**config.mk**
```make
export PLATFORM = sky130hd
export DESIGN_NAME = dma_xfer_channel
export DESIGN_NICKNAME = d
export VERILOG_FILES = /design/src/rtl/dma_chan_pkg.sv /design/src/rtl/dma_pin_sync.sv /design/src/rtl/dma_addr_step.sv /design/src/rtl/dma_xfer_channel.sv
export SDC_FILE = /design/constraint.sdc
export NUM_CORES = 1
export LEC_CHECK = 0
export BUFFER_PORTS_ARGS = -buffer_cell sky130_fd_sc_hd__buf_2
export CAP_MARGIN = 30
export CORE_MARGIN = 4
export CORE_UTILIZATION = 30
export DETAILED_ROUTE_END_ITERATION = 7
export SYNTH_ARGS = -nofsm -noshare
export SYNTH_HDL_FRONTEND = slang
export SYNTH_SLANG_ARGS = --single-unit
```
**constraint.sdc**
```tcl
create_clock -name clk -period 3.9 [get_ports clk]
set_input_delay 0.39 -clock clk [delete_from_list [all_inputs] [get_ports clk]]
set_output_delay 0.39 -clock clk [all_outputs]
set_load 0.02 [all_outputs]
```
**src/rtl/dma_chan_pkg.sv**
```systemverilog
package dma_chan_pkg;

  typedef enum logic [1:0] {
    XM_SOFT     = 2'b00,
    XM_TO_DEV   = 2'b01,
    XM_FROM_DEV = 2'b10,
    XM_OFF      = 2'b11
  } xfer_mode_e;

  typedef enum logic [1:0] {
    PH_IDLE  = 2'b00,
    PH_READ  = 2'b01,
    PH_WRITE = 2'b10
  } phase_e;

  typedef struct packed {
    logic       src_hold;
    logic       dst_hold;
    xfer_mode_e mode;
    logic [1:0] eot_cfg;
    logic       ack_pol;
    logic [1:0] req_cfg;
  } chan_cfg_t;

endpackage

```
**src/rtl/dma_pin_sync.sv**
```systemverilog
module dma_pin_sync #(
  parameter int STAGES = 2
) (
  input  logic clk,
  input  logic rst_n,
  input  logic pin_i,
  input  logic rst_val_i,
  output logic level_o
);
  logic [STAGES-1:0] chain;

  always_ff @(posedge clk or negedge rst_n) begin
    if (!rst_n) chain <= {STAGES{rst_val_i}};
    else        chain <= {chain[STAGES-2:0], pin_i};
  end

  assign level_o = chain[STAGES-1];
endmodule

```
**src/rtl/dma_addr_step.sv**
```systemverilog
module dma_addr_step #(
  parameter int AW = 16
) (
  input  logic          clk,
  input  logic          rst_n,
  input  logic          load_i,
  input  logic [AW-1:0] base_i,
  input  logic          hold_i,
  input  logic          step_i,
  output logic [AW-1:0] addr_o
);
  always_ff @(posedge clk or negedge rst_n) begin
    if (!rst_n)                addr_o <= '0;
    else if (load_i)           addr_o <= base_i;
    else if (step_i && !hold_i) addr_o <= addr_o + AW'(1);
  end
endmodule

```
**src/rtl/dma_xfer_channel.sv**
```systemverilog
module dma_xfer_channel
  import dma_chan_pkg::*;
#(
  parameter int AW          = 16,
  parameter int DW          = 32,
  parameter int CW          = 16,
  parameter int SYNC_STAGES = 2
) (
  input  logic          clk,
  input  logic          rst_n,
  input  logic          start_i,
  input  logic          cfg_src_hold_i,
  input  logic          cfg_dst_hold_i,
  input  logic [1:0]    cfg_mode_i,
  input  logic [1:0]    cfg_eot_i,
  input  logic          cfg_ack_pol_i,
  input  logic [1:0]    cfg_req_i,
  input  logic [AW-1:0] src_base_i,
  input  logic [AW-1:0] dst_base_i,
  input  logic [CW-1:0] word_count_i,
  output logic          busy_o,
  output logic          done_o,
  output logic [CW-1:0] remain_o,
  output logic          mem_valid_o,
  output logic          mem_write_o,
  output logic [AW-1:0] mem_addr_o,
  output logic [DW-1:0] mem_wdata_o,
  input  logic          mem_ready_i,
  input  logic [DW-1:0] mem_rdata_i,
  input  logic          req_pin_i,
  output logic          ack_pin_o,
  input  logic          eot_pin_i,
  output logic          eot_pin_o,
  output logic          eot_oe_o
);
  localparam logic [CW-1:0] ONE_WORD = CW'(1);

  chan_cfg_t       cfg_in, cfg_q;
  phase_e          phase_q;
  logic            busy_q, done_q, abort_q, pend_q, req_prev_q;
  logic [CW-1:0]   remain_q;
  logic [DW-1:0]   data_q;
  logic [AW-1:0]   src_addr, dst_addr;
  logic            req_lvl, eot_lvl;

  // control word captured at arm time
  always_comb begin
    cfg_in.src_hold = cfg_src_hold_i;
    cfg_in.dst_hold = cfg_dst_hold_i;
    cfg_in.mode     = xfer_mode_e'(cfg_mode_i);
    cfg_in.eot_cfg  = cfg_eot_i;
    cfg_in.ack_pol  = cfg_ack_pol_i;
    cfg_in.req_cfg  = cfg_req_i;
  end

  logic start_ok;
  assign start_ok = start_i && !busy_q && (xfer_mode_e'(cfg_mode_i) != XM_OFF);

  // pin synchronizers
  dma_pin_sync #(.STAGES(SYNC_STAGES)) u_req_sync (
    .clk(clk), .rst_n(rst_n), .pin_i(req_pin_i), .rst_val_i(1'b1), .level_o(req_lvl)
  );
  dma_pin_sync #(.STAGES(SYNC_STAGES)) u_eot_sync (
    .clk(clk), .rst_n(rst_n), .pin_i(eot_pin_i), .rst_val_i(1'b1), .level_o(eot_lvl)
  );

  // request decode
  logic paced, edge_sense, req_act, req_onset;
  assign paced      = (cfg_q.mode == XM_TO_DEV) || (cfg_q.mode == XM_FROM_DEV);
  assign edge_sense = cfg_q.req_cfg[1];
  assign req_act    = (req_lvl == cfg_q.req_cfg[0]);
  assign req_onset  = req_act && (req_prev_q != req_lvl);

  // end pin decode
  logic eot_is_out, eot_act, stop_now;
  assign eot_is_out = cfg_q.eot_cfg[1];
  assign eot_act    = !eot_is_out && (eot_lvl == cfg_q.eot_cfg[0]);
  assign stop_now   = abort_q || eot_act;

  // handshake events
  logic rd_hs, wr_hs, last_word, want_word, take_word;
  assign rd_hs     = (phase_q == PH_READ)  && mem_ready_i;
  assign wr_hs     = (phase_q == PH_WRITE) && mem_ready_i;
  assign last_word = wr_hs && (remain_q == ONE_WORD);
  assign want_word = (cfg_q.mode == XM_SOFT) ||
                     (paced && (edge_sense ? pend_q : req_act));
  assign take_word = want_word && !stop_now && busy_q &&
                     ((phase_q == PH_IDLE) || (wr_hs && !last_word));

  // address generators
  dma_addr_step #(.AW(AW)) u_src_addr (
    .clk(clk), .rst_n(rst_n), .load_i(start_ok), .base_i(src_base_i),
    .hold_i(cfg_q.src_hold), .step_i(rd_hs), .addr_o(src_addr)
  );
  dma_addr_step #(.AW(AW)) u_dst_addr (
    .clk(clk), .rst_n(rst_n), .load_i(start_ok), .base_i(dst_base_i),
    .hold_i(cfg_q.dst_hold), .step_i(wr_hs), .addr_o(dst_addr)
  );

  // sequencer
  always_ff @(posedge clk or negedge rst_n) begin
    if (!rst_n) begin
      cfg_q      <= '0;
      phase_q    <= PH_IDLE;
      busy_q     <= 1'b0;
      done_q     <= 1'b0;
      abort_q    <= 1'b0;
      pend_q     <= 1'b0;
      req_prev_q <= 1'b1;
      remain_q   <= '0;
      data_q     <= '0;
    end else begin
      req_prev_q <= req_lvl;
      if (start_ok) begin
        cfg_q    <= cfg_in;
        remain_q <= word_count_i;
        busy_q   <= (word_count_i != '0);
        done_q   <= (word_count_i == '0);
        abort_q  <= 1'b0;
        pend_q   <= 1'b0;
        phase_q  <= PH_IDLE;
      end else begin
        if (busy_q && eot_act) abort_q <= 1'b1;
        pend_q <= (busy_q && paced && edge_sense && req_onset) || (pend_q && !take_word);
        case (phase_q)
          PH_IDLE: begin
            if (busy_q) begin
              if (stop_now) begin
                busy_q <= 1'b0;
                done_q <= 1'b1;
              end else if (want_word) begin
                phase_q <= PH_READ;
              end
            end
          end
          PH_READ: begin
            if (mem_ready_i) begin
              data_q  <= mem_rdata_i;
              phase_q <= PH_WRITE;
            end
          end
          PH_WRITE: begin
            if (mem_ready_i) begin
              remain_q <= remain_q - ONE_WORD;
              if (last_word || stop_now) begin
                busy_q  <= 1'b0;
                done_q  <= 1'b1;
                phase_q <= PH_IDLE;
              end else if (want_word) begin
                phase_q <= PH_READ;
              end else begin
                phase_q <= PH_IDLE;
              end
            end
          end
          default: phase_q <= PH_IDLE;
        endcase
      end
    end
  end

  // outputs
  logic ack_evt;
  assign ack_evt     = wr_hs && paced;
  assign busy_o      = busy_q;
  assign done_o      = done_q;
  assign remain_o    = remain_q;
  assign mem_valid_o = (phase_q != PH_IDLE);
  assign mem_write_o = (phase_q == PH_WRITE);
  assign mem_addr_o  = (phase_q == PH_WRITE) ? dst_addr : src_addr;
  assign mem_wdata_o = data_q;
  assign ack_pin_o   = cfg_q.ack_pol ? ack_evt : !ack_evt;
  assign eot_oe_o    = eot_is_out;
  assign eot_pin_o   = eot_is_out ? (cfg_q.eot_cfg[0] ? last_word : !last_word) : 1'b0;
endmodule

```
==> impl_results.md, run 1 <==
* Status: finished, final reports clean
* Synthesized flop and latch total at 100
* Final Hold Viols at 0
* Overall power at 5.08 mW
* Ports at 166
* Core Region at between 0.015 and 0.02 mm2
* Synth cell types at 46
* Number of warnings issued by yosys at 0
* Sequential cell area fraction in the yosys report at between 50% and 60%
* Drt drc at 0
* Row count at 46
* Global Route Usage Sum at between 10 and 15%
* RD Place Congestion at between 0.8 and 0.9
* Syn Nets at 567
* Measured slew at the worst slew-check pin at 0.925 ns
* Die area at 0.0186 mm2
* Setup-failing EPs final at 0
* Ys flop type: dfrtp_1
* Ratio of cells with drive above 1 in the final layout at a little over 40%
* Fin crit period at approximately 2.7 ns
* Clock skew at ~0.014 ns
* Worst r2r path cells at 5
* DR iter-0 viols at 130
* Global-route wire length before repair at around 21 mm
* FF-to-FF setup slack at 1.84 ns
* H-tree levels at 3
* Root buffer cell: clkbuf_16
* CP Launch Type: flip-flop
* Total negative slack at 0 ns
* P&R area growth vs syn at 28.2%
* Max clock buf depth at 2
* WHS Endpoint: u_eot_sync.chain[0]
* Largest net degree at the start of global routing at 58
* Post-CTS Setup Bufs at 0
* Post_cts resized at 0
* Initial antenna violation count at 1
* Worst EP arrival at 2.34 ns
* Most common cell after layout, fill and taps aside: buf_2
* Worst-path fanout max at 11
* Grt ovf at 0
* R2R Path End: remain_o[15]
* CP endpoint kind: primary output
* Setup CP Type: flip-flop to primary output
* RSZ-0062 raised after global routing: no
* Critical Path RT at 3.51 ns
* Fmax achieved at around 0.37 GHz
* Post-synth ARST share at 100%
* Worst vdd ir at 0.352 mV
* Syn Inst Count at between 400 and 500
* Worst hold path cell count at 1
* Avg Cell Area, Syn at 10.6 um2
* Num CTS Buffers at 9
* HP Start: eot_pin_i
* Via-to-Cell Ratio at about 4.7
* CTS tree: done
* DIE WIDTH at around 140 um
* Tcrit/Tclk final at 70.1%
* IO Port Bufs at 165
* Clock sink total at 100
* Hold slack at 0.141 ns
* LEAKAGE at 2.81 nW
* Per-cell routed wire length at 15.2 um
* Synthesized cell area at 0.00494 mm2
* Starting Density at a little under a third
* Max Cap Violations at 0
* Nets at 729
* Worst-skew pair later-pin latency at 0.35 ns
* Normalized max-slew margin at a little under two fifths
* Pre-antenna DRT Iters at 4
* Routed Antenna Nets at 0
* Final wirelength at 12.9 mm
* Most frequent cells in the layout: 164 x buf_2, 95 x dfrtp_1, 67 x nand2_1, 56 x mux2_2, 44 x o21ai_0
* Pwr/cell area at between 800 and 900 mW/mm2
* HP Class: input pin to flip-flop
* Vias at 3,977
* Clk slew on worst S/H paths at about 0.070 ns
* Max Slew Vio Count at 0
* R2r startpoint: remain_o[7]
* EDFF count, synth at 0
* Number of global-route vias before repair at 4,111
* Hpwl dp at 9.73 mm
* Die H at 136 um
* Antenna fix cells at 0
-- layout make-up --
type | count | area [um2]
Multi-Input combinational cell | 337 | 2310
Tap cell | 216 | 270
Clock inverter | 5 | 60.1
Sequential cell | 100 | 2510
Inverter | 9 | 33.8
Timing Repair Buffer | 172 | 903
Clock buffer | 11 | 243
Fill cell | 1644 | 9670
-- worst max-delay path by stage --
stage               cells after the start       start  slack (ns)         to
detailed placement                      5  phase_q[0]        1.50  eot_pin_o
floorplan                               5  phase_q[0]        1.75  eot_pin_o
global route                            5  phase_q[1]        1.03  eot_pin_o
global placement                        5  phase_q[0]        1.56  eot_pin_o
finish                                  5  phase_q[0]        1.17  eot_pin_o
CTS                                     5  phase_q[0]        1.12  eot_pin_o
-- sequential cells by signal, indices dropped and copies added, names as in the netlist --
name               cells
abort_q                1
busy_o                 1
cfg_q                  8
done_o                 1
eot_oe_o               1
mem_wdata_o           32
pend_q                 1
phase_q                2
remain_o              16
req_prev_q             1
u_dst_addr.addr_o     16
u_eot_sync.chain       2
u_req_sync.chain       2
u_src_addr.addr_o     16
-- per-layer routing --
layer  share of wire, %  up-vias  track usage (%)
met2                 46      128             22.4
met3                8.1       13             4.11
met5              0.070        -                0
met4                1.4        2             4.87
li1                   -     1943                -
met1                 44     1891             19.0
-- cell families after synthesis --
logic type / synth area share, %
buffers and inverters: 2.84
xor gates and xnor gates: 8.51
and+or+nand+nor: 15.7
AOI/OAI and AO/OA: 7.70
DFF: 50.8
adders and majority gates: 1.27
muxes: 13.2
-- stage by stage --
stage               std cells  instance area, um2  setup WS (ns)  utilization [%]
CTS                       850                6330           1.12             39.6
floorplan                 467                4940           1.75                -
detailed placement        833                6020           1.50             37.6
finish                    850                6330           1.17             39.6
global route              850                6330           1.03             39.6
global placement          832                5990           1.56             37.4
-- where the power goes --
part	total, mW	switching (mW)	internal (mW)
logic	2.12	1.20	0.921
clock network	0.920	0.402	0.518
registers	2.03	0.497	1.53
total	5.08	2.10	2.97
-- synth_stat cells (2+ instances only) --
| cell | number | area share (%) |
|---|---|---|
| mux2i_1 | 2 | 0.41 |
| dfstp_2 | 5 | 2.7 |
| and3_1 | 8 | 1.0 |
| and2_1 | 2 | 0.25 |
| nor4_1 | 7 | 0.89 |
| xor2_1 | 26 | 4.6 |
| nor3_1 | 9 | 0.91 |
| nand3b_1 | 3 | 0.46 |
| a21oi_1 | 6 | 0.61 |
| nand3_1 | 13 | 1.3 |
| mux2_2 | 56 | 13 |
| o21ai_0 | 44 | 4.5 |
| dfrtp_1 | 95 | 48 |
| nand2_1 | 67 | 5.1 |
| and4_1 | 2 | 0.35 |
| o21ai_1 | 8 | 0.81 |
| a211oi_1 | 2 | 0.30 |
| nor2_1 | 17 | 1.3 |
| ha_1 | 5 | 1.3 |
| o21bai_1 | 2 | 0.30 |
| clkbuf_1 | 10 | 0.76 |
| nand4_1 | 12 | 1.5 |
| or4_4 | 2 | 0.46 |
| xnor2_1 | 22 | 3.9 |
| nand2b_1 | 5 | 0.63 |
| or3_1 | 2 | 0.25 |
| buf_6 | 2 | 0.46 |
| buf_2 | 7 | 0.71 |
| inv_1 | 9 | 0.68 |
-- worst max-delay path, stage by stage (launching register included) --
cell and delay, ns:
dfrtp_1 0.46, nand3b_1 0.38, or3_1 0.50, or3_1 0.33, and3_1 0.17, buf_2 0.16
-- what timing repair did --
item,4_1_cts,5_1_grt
hold buffers,1,0
endpoints found under the setup margin,0,0
hold endpoints to repair,28,0
No activity file was read; power rests on OpenSTA's default activity.
==> run 2, diff against run 1 <==
--- a/config.mk
+++ b/config.mk
@@ -5,6 +5,7 @@
 export SDC_FILE = /design/constraint.sdc
 export NUM_CORES = 1
 export LEC_CHECK = 0
+export ABC_AREA = 1
 export BUFFER_PORTS_ARGS = -buffer_cell sky130_fd_sc_hd__buf_2
 export CAP_MARGIN = 30
 export CORE_MARGIN = 4
==> constraint.sdc (replaced) <==
create_clock -name clk -period 2.5 [get_ports clk]
set_input_delay 0.25 -clock clk [delete_from_list [all_inputs] [get_ports clk]]
set_output_delay 0.25 -clock clk [all_outputs]
set_load 0.02 [all_outputs]
==> impl_results.md, run 2 <==
* Status: finished, final reports clean (unchanged)
* Ys flop type: dfrtp_1 (unchanged)
* Syn Inst Count at 711 (was 467)
* Top cells by count, synth: 176 x nand2_1, 95 x dfrtp_1, 79 x nor2_1, 73 x inv_1, 52 x o21ai_0 (was 95 x dfrtp_1, 67 x nand2_1, 56 x mux2_2, 44 x o21ai_0, 26 x xor2_1)
* Grt ovf at 0 (unchanged)
* R2r startpoint: busy_o (was remain_o[7])
* Register Area at 0.00251 mm2 (unchanged)
* Leading area contributor after synthesis: dfrtp_1 (unchanged)
* Max reg flops at 32 (unchanged)
* Antenna fix cells at 0 (unchanged)
* RD Place Congestion at 0.895 (was 0.800)
* Hpwl dp at 12.7 mm (was 9.73 mm)
* DR iter-0 viols at 261 (was 130)
* Worst vdd ir at 0.630 mV (was 0.352 mV)
* H-tree levels at 3 (unchanged)
* Number of global-route vias before repair at 5,208 (was 4,111)
* Pwr/cell area at 1250 mW/mm2 (was 802 mW/mm2)
* Fin crit period at 2.16 ns
* Number of warnings issued by yosys at 0 (unchanged)
* Internal at 4.77 mW (was 2.97 mW)
* Global-route wire length before repair at 26.9 mm (was 21.2 mm)
* FF-to-FF setup slack at 0.71 ns (was 1.84 ns)
* Core Region at 0.0188 mm2 (was 0.0160 mm2)
* Routed Antenna Nets at 0 (unchanged)
* Setup-failing EPs final at 0 (unchanged)
* Logic pwr share at 50.7% (was 41.9%)
* Max clock buf depth at 2 (unchanged)
* Switching share of power at 46.6% (was 41.4%)
* Clock sink total at 100 (unchanged)
* Measured slew at the worst slew-check pin at 0.625 ns (was 0.925 ns)
* EDFF count, synth at 0 (unchanged)
* Starting Density at 30.7% (was 30.9%)
* Syn Nets at 811 (was 567)
* Critical Path RT at 2.25 ns (was 3.51 ns)
* Max Slew Vio Count at 0 (unchanged)
* Sequential share of power at 34.0% (was 40.0%)
* Net Switching at 4.17 mW (was 2.10 mW)
* Pre-antenna DRT Iters at 6 (was 4)
* Avg Cell Area, Syn at 8.13 um2 (was 10.6 um2)
* DIE WIDTH at 147 um (was 136 um)
* Post-synth ARST share at 100% (unchanged)
* Final Cell Area at 0.00715 mm2 (was 0.00633 mm2)
* Vias at 5,241 (was 3,977)
* Tcrit/Tclk final at 86.2%
* RSZ-0062 raised after global routing: no (unchanged)
* Per-cell routed wire length at 14.6 um (was 15.2 um)
* Setup CP Type: flip-flop to primary output (unchanged)
* Total negative slack at 0 ns (unchanged)
* LEAKAGE at 3.63 nW (was 2.81 nW)
* Post-CTS Setup Bufs at 0 (unchanged)
* Root buffer cell: clkbuf_16 (unchanged)
* Setup crit start: remain_o[8] (was phase_q[0])
* Clk network pwr share at 15.3% (was 18.1%)
* Largest net degree at the start of global routing at 47 (was 58)
* Via-to-Cell Ratio at 4.60 (was 4.68)
* Synth cell types at 44 (was 46)
* Die H at 147 um (was 136 um)
* Most frequent cells in the layout: 176 x nand2_1, 164 x buf_2, 95 x dfrtp_1, 79 x nor2_1, 73 x inv_1 (was 164 x buf_2, 95 x dfrtp_1, 67 x nand2_1, 56 x mux2_2, 44 x o21ai_0)
* Sequential cell area fraction in the yosys report at 43.4% (was 50.8%)
* Final Hold Viols at 0 (unchanged)
* R2R Path End: u_dst_addr.addr_o[13] (was remain_o[15])
* IO Port Bufs at 165 (unchanged)
* P&R area growth vs syn at 23.7% (was 28.2%)
* Synth top area share at 41.1% (was 48.2%)
* Most common cell in the synthesized netlist: nand2_1 (was dfrtp_1)
* Worst-skew pair later-pin latency at 0.35 ns (about the same)
* Normalized max-slew margin at 58.4% (was 38.3%)
* Clock skew at 0.0103 ns (was 0.0137 ns)
* Area occupied by multi-input gates at 0.00280 mm2 (was 0.00231 mm2)
* Row count at 50 (was 46)
* Setup crit end: eot_pin_o (unchanged)
* Overall power at 8.94 mW (was 5.08 mW)
* Clk slew on worst S/H paths at 0.08 ns (was 0.07 ns)
* HP Class: input pin to flip-flop (unchanged)
* Worst-path fanout max at 7 (was 11)
* Worst EP arrival at 1.91 ns (was 2.34 ns)
* Fmax achieved at 0.464 GHz
* Final wirelength at 16.6 mm (was 12.9 mm)
* Synth area leaders: dfrtp_1 41%, nand2_1 11%, mux2_4 7.3%, nor2_1 5.1%, inv_1 4.7% (was dfrtp_1 48%, mux2_2 13%, nand2_1 5.1%, xor2_1 4.6%, o21ai_0 4.5%)
* Most common cell after layout, fill and taps aside: nand2_1 (was buf_2)
* Num CTS Buffers at 9 (unchanged)
* CP Launch Type: flip-flop (unchanged)
* Initial antenna violation count at 5 (was 1)
* Die area at 0.0216 mm2 (was 0.0186 mm2)
* CP endpoint kind: primary output (unchanged)
* Global Route Usage Sum at 15.4% (was 14.3%)
* Worst r2r path cells at 8 (was 5)
* Synthesized cell area at 0.00578 mm2 (was 0.00494 mm2)
* Nets at 975 (was 729)
* Layout fillers at 1,979 (was 1,644)
* DP Area at 0.00684 mm2 (was 0.00602 mm2)
* Max Cap Violations at 0 (unchanged)
* Synthesized flop and latch total at 100 (unchanged)
* Drt drc at 0 (unchanged)
* CTS tree: done (unchanged)
* Ports at 166 (unchanged)
* Ratio of cells with drive above 1 in the final layout at 28.3% (was 40.4%)
-- run 2: cell count changes after synthesis, moves of 10 or more --
cell / before / now
nand3_1: 13 / 45
xor2_1: 26 / 11
inv_1: 9 / 73
o22ai_1: 1 / 11
mux2_2: 56 / 4
mux2_4: 0 / 28
xnor2_1: 22 / 2
nor2_1: 17 / 79
nand2_1: 67 / 176
-- run 2: power groups by stage --
stage,logic [mW],clock network [mW],registers (mW)
after global routing,5.01,1.50,3.16
after floorplan,2.77,0,3.43
after global placement,4.53,0,3.04
final,4.53,1.37,3.04
after CTS,4.58,1.42,3.03
after detailed placement,4.57,0,3.04
-- run 2: worst max-delay path, stage by stage, from the launching register on --
cell and delay [ns]:
dfrtp_1 0.45, nor2_1 0.19, nand2_1 0.09, nor2_1 0.16, nand3_1 0.19, xor2_1 0.19
nor2_1 0.11, buf_2 0.18
-- run 2: cell families (layout without fill, tap and decap cells) --
family	Yosys count	count (layout)	synth area share [%]
AO/OA/AOI/OAI	112	112	11.5
XOR/XNOR	13	13	1.97
adder cells (fa/ha/maj)	5	5	1.08
buffers and inverters	103	272	8.12
flip-flops	100	100	43.4
multiplexers	32	32	8.05
AND/OR/NAND/NOR	346	346	25.9
-- run 2: worst min-delay path by stage --
stage | startpoint | to | slack [ns] | depth (start not counted)
floorplan | rst_n | abort_q | -0.05 | 0
global placement | rst_n | remain_o[13] | 0.25 | 1
detailed placement | rst_n | remain_o[14] | 0.25 | 1
CTS | cfg_ack_pol_i | cfg_q[2] | 0.08 | 3
global route | cfg_ack_pol_i | cfg_q[2] | 0.09 | 3
finish | cfg_ack_pol_i | cfg_q[2] | 0.09 | 3
-- run 2: per-layer routing --
metal | global-route usage, % | share of wire [%] | up-vias
li1 | - | - | 2676
met1 | 20.3 | 46 | 2379
met2 | 24.3 | 45 | 148
met3 | 4.60 | 6.8 | 28
met4 | 4.56 | 1.9 | 10
met5 | 0 | 0.29 | -
-- run 2: cell type report --
class / count / area share [%]
Sequential cell: 100 / 35.1
Inverter: 81 / 4.32
Multi-Input combinational cell: 508 / 39.2
Timing Repair Buffer: 175 / 12.9
Clock buffer: 9 / 3.15
Tap cell: 260 / 4.55
Clock inverter: 7 / 0.822
-- run 2: timing repair --
action                                  in CTS  in global routing
endpoints found under the hold margin       35                  0
endpoints found under the setup margin       0                  0
gates resized for setup                      0                  0
hold buffers                                 3                  0
-- run 2: per-stage QoR --
step / hold slack (ns) / util (%) / setup slack [ns] / cells
2_1_floorplan: -0.0456 / - / 0.803 / 711
3_3_place_gp: 0.250 / 36.3 / 0.735 / 1121
3_5_place_dp: 0.254 / 36.3 / 0.670 / 1121
4_1_cts: 0.0824 / 38.0 / 0.298 / 1140
5_1_grt: 0.0912 / 38.0 / 0.130 / 1140
6_report: 0.0937 / 38.0 / 0.344 / 1140
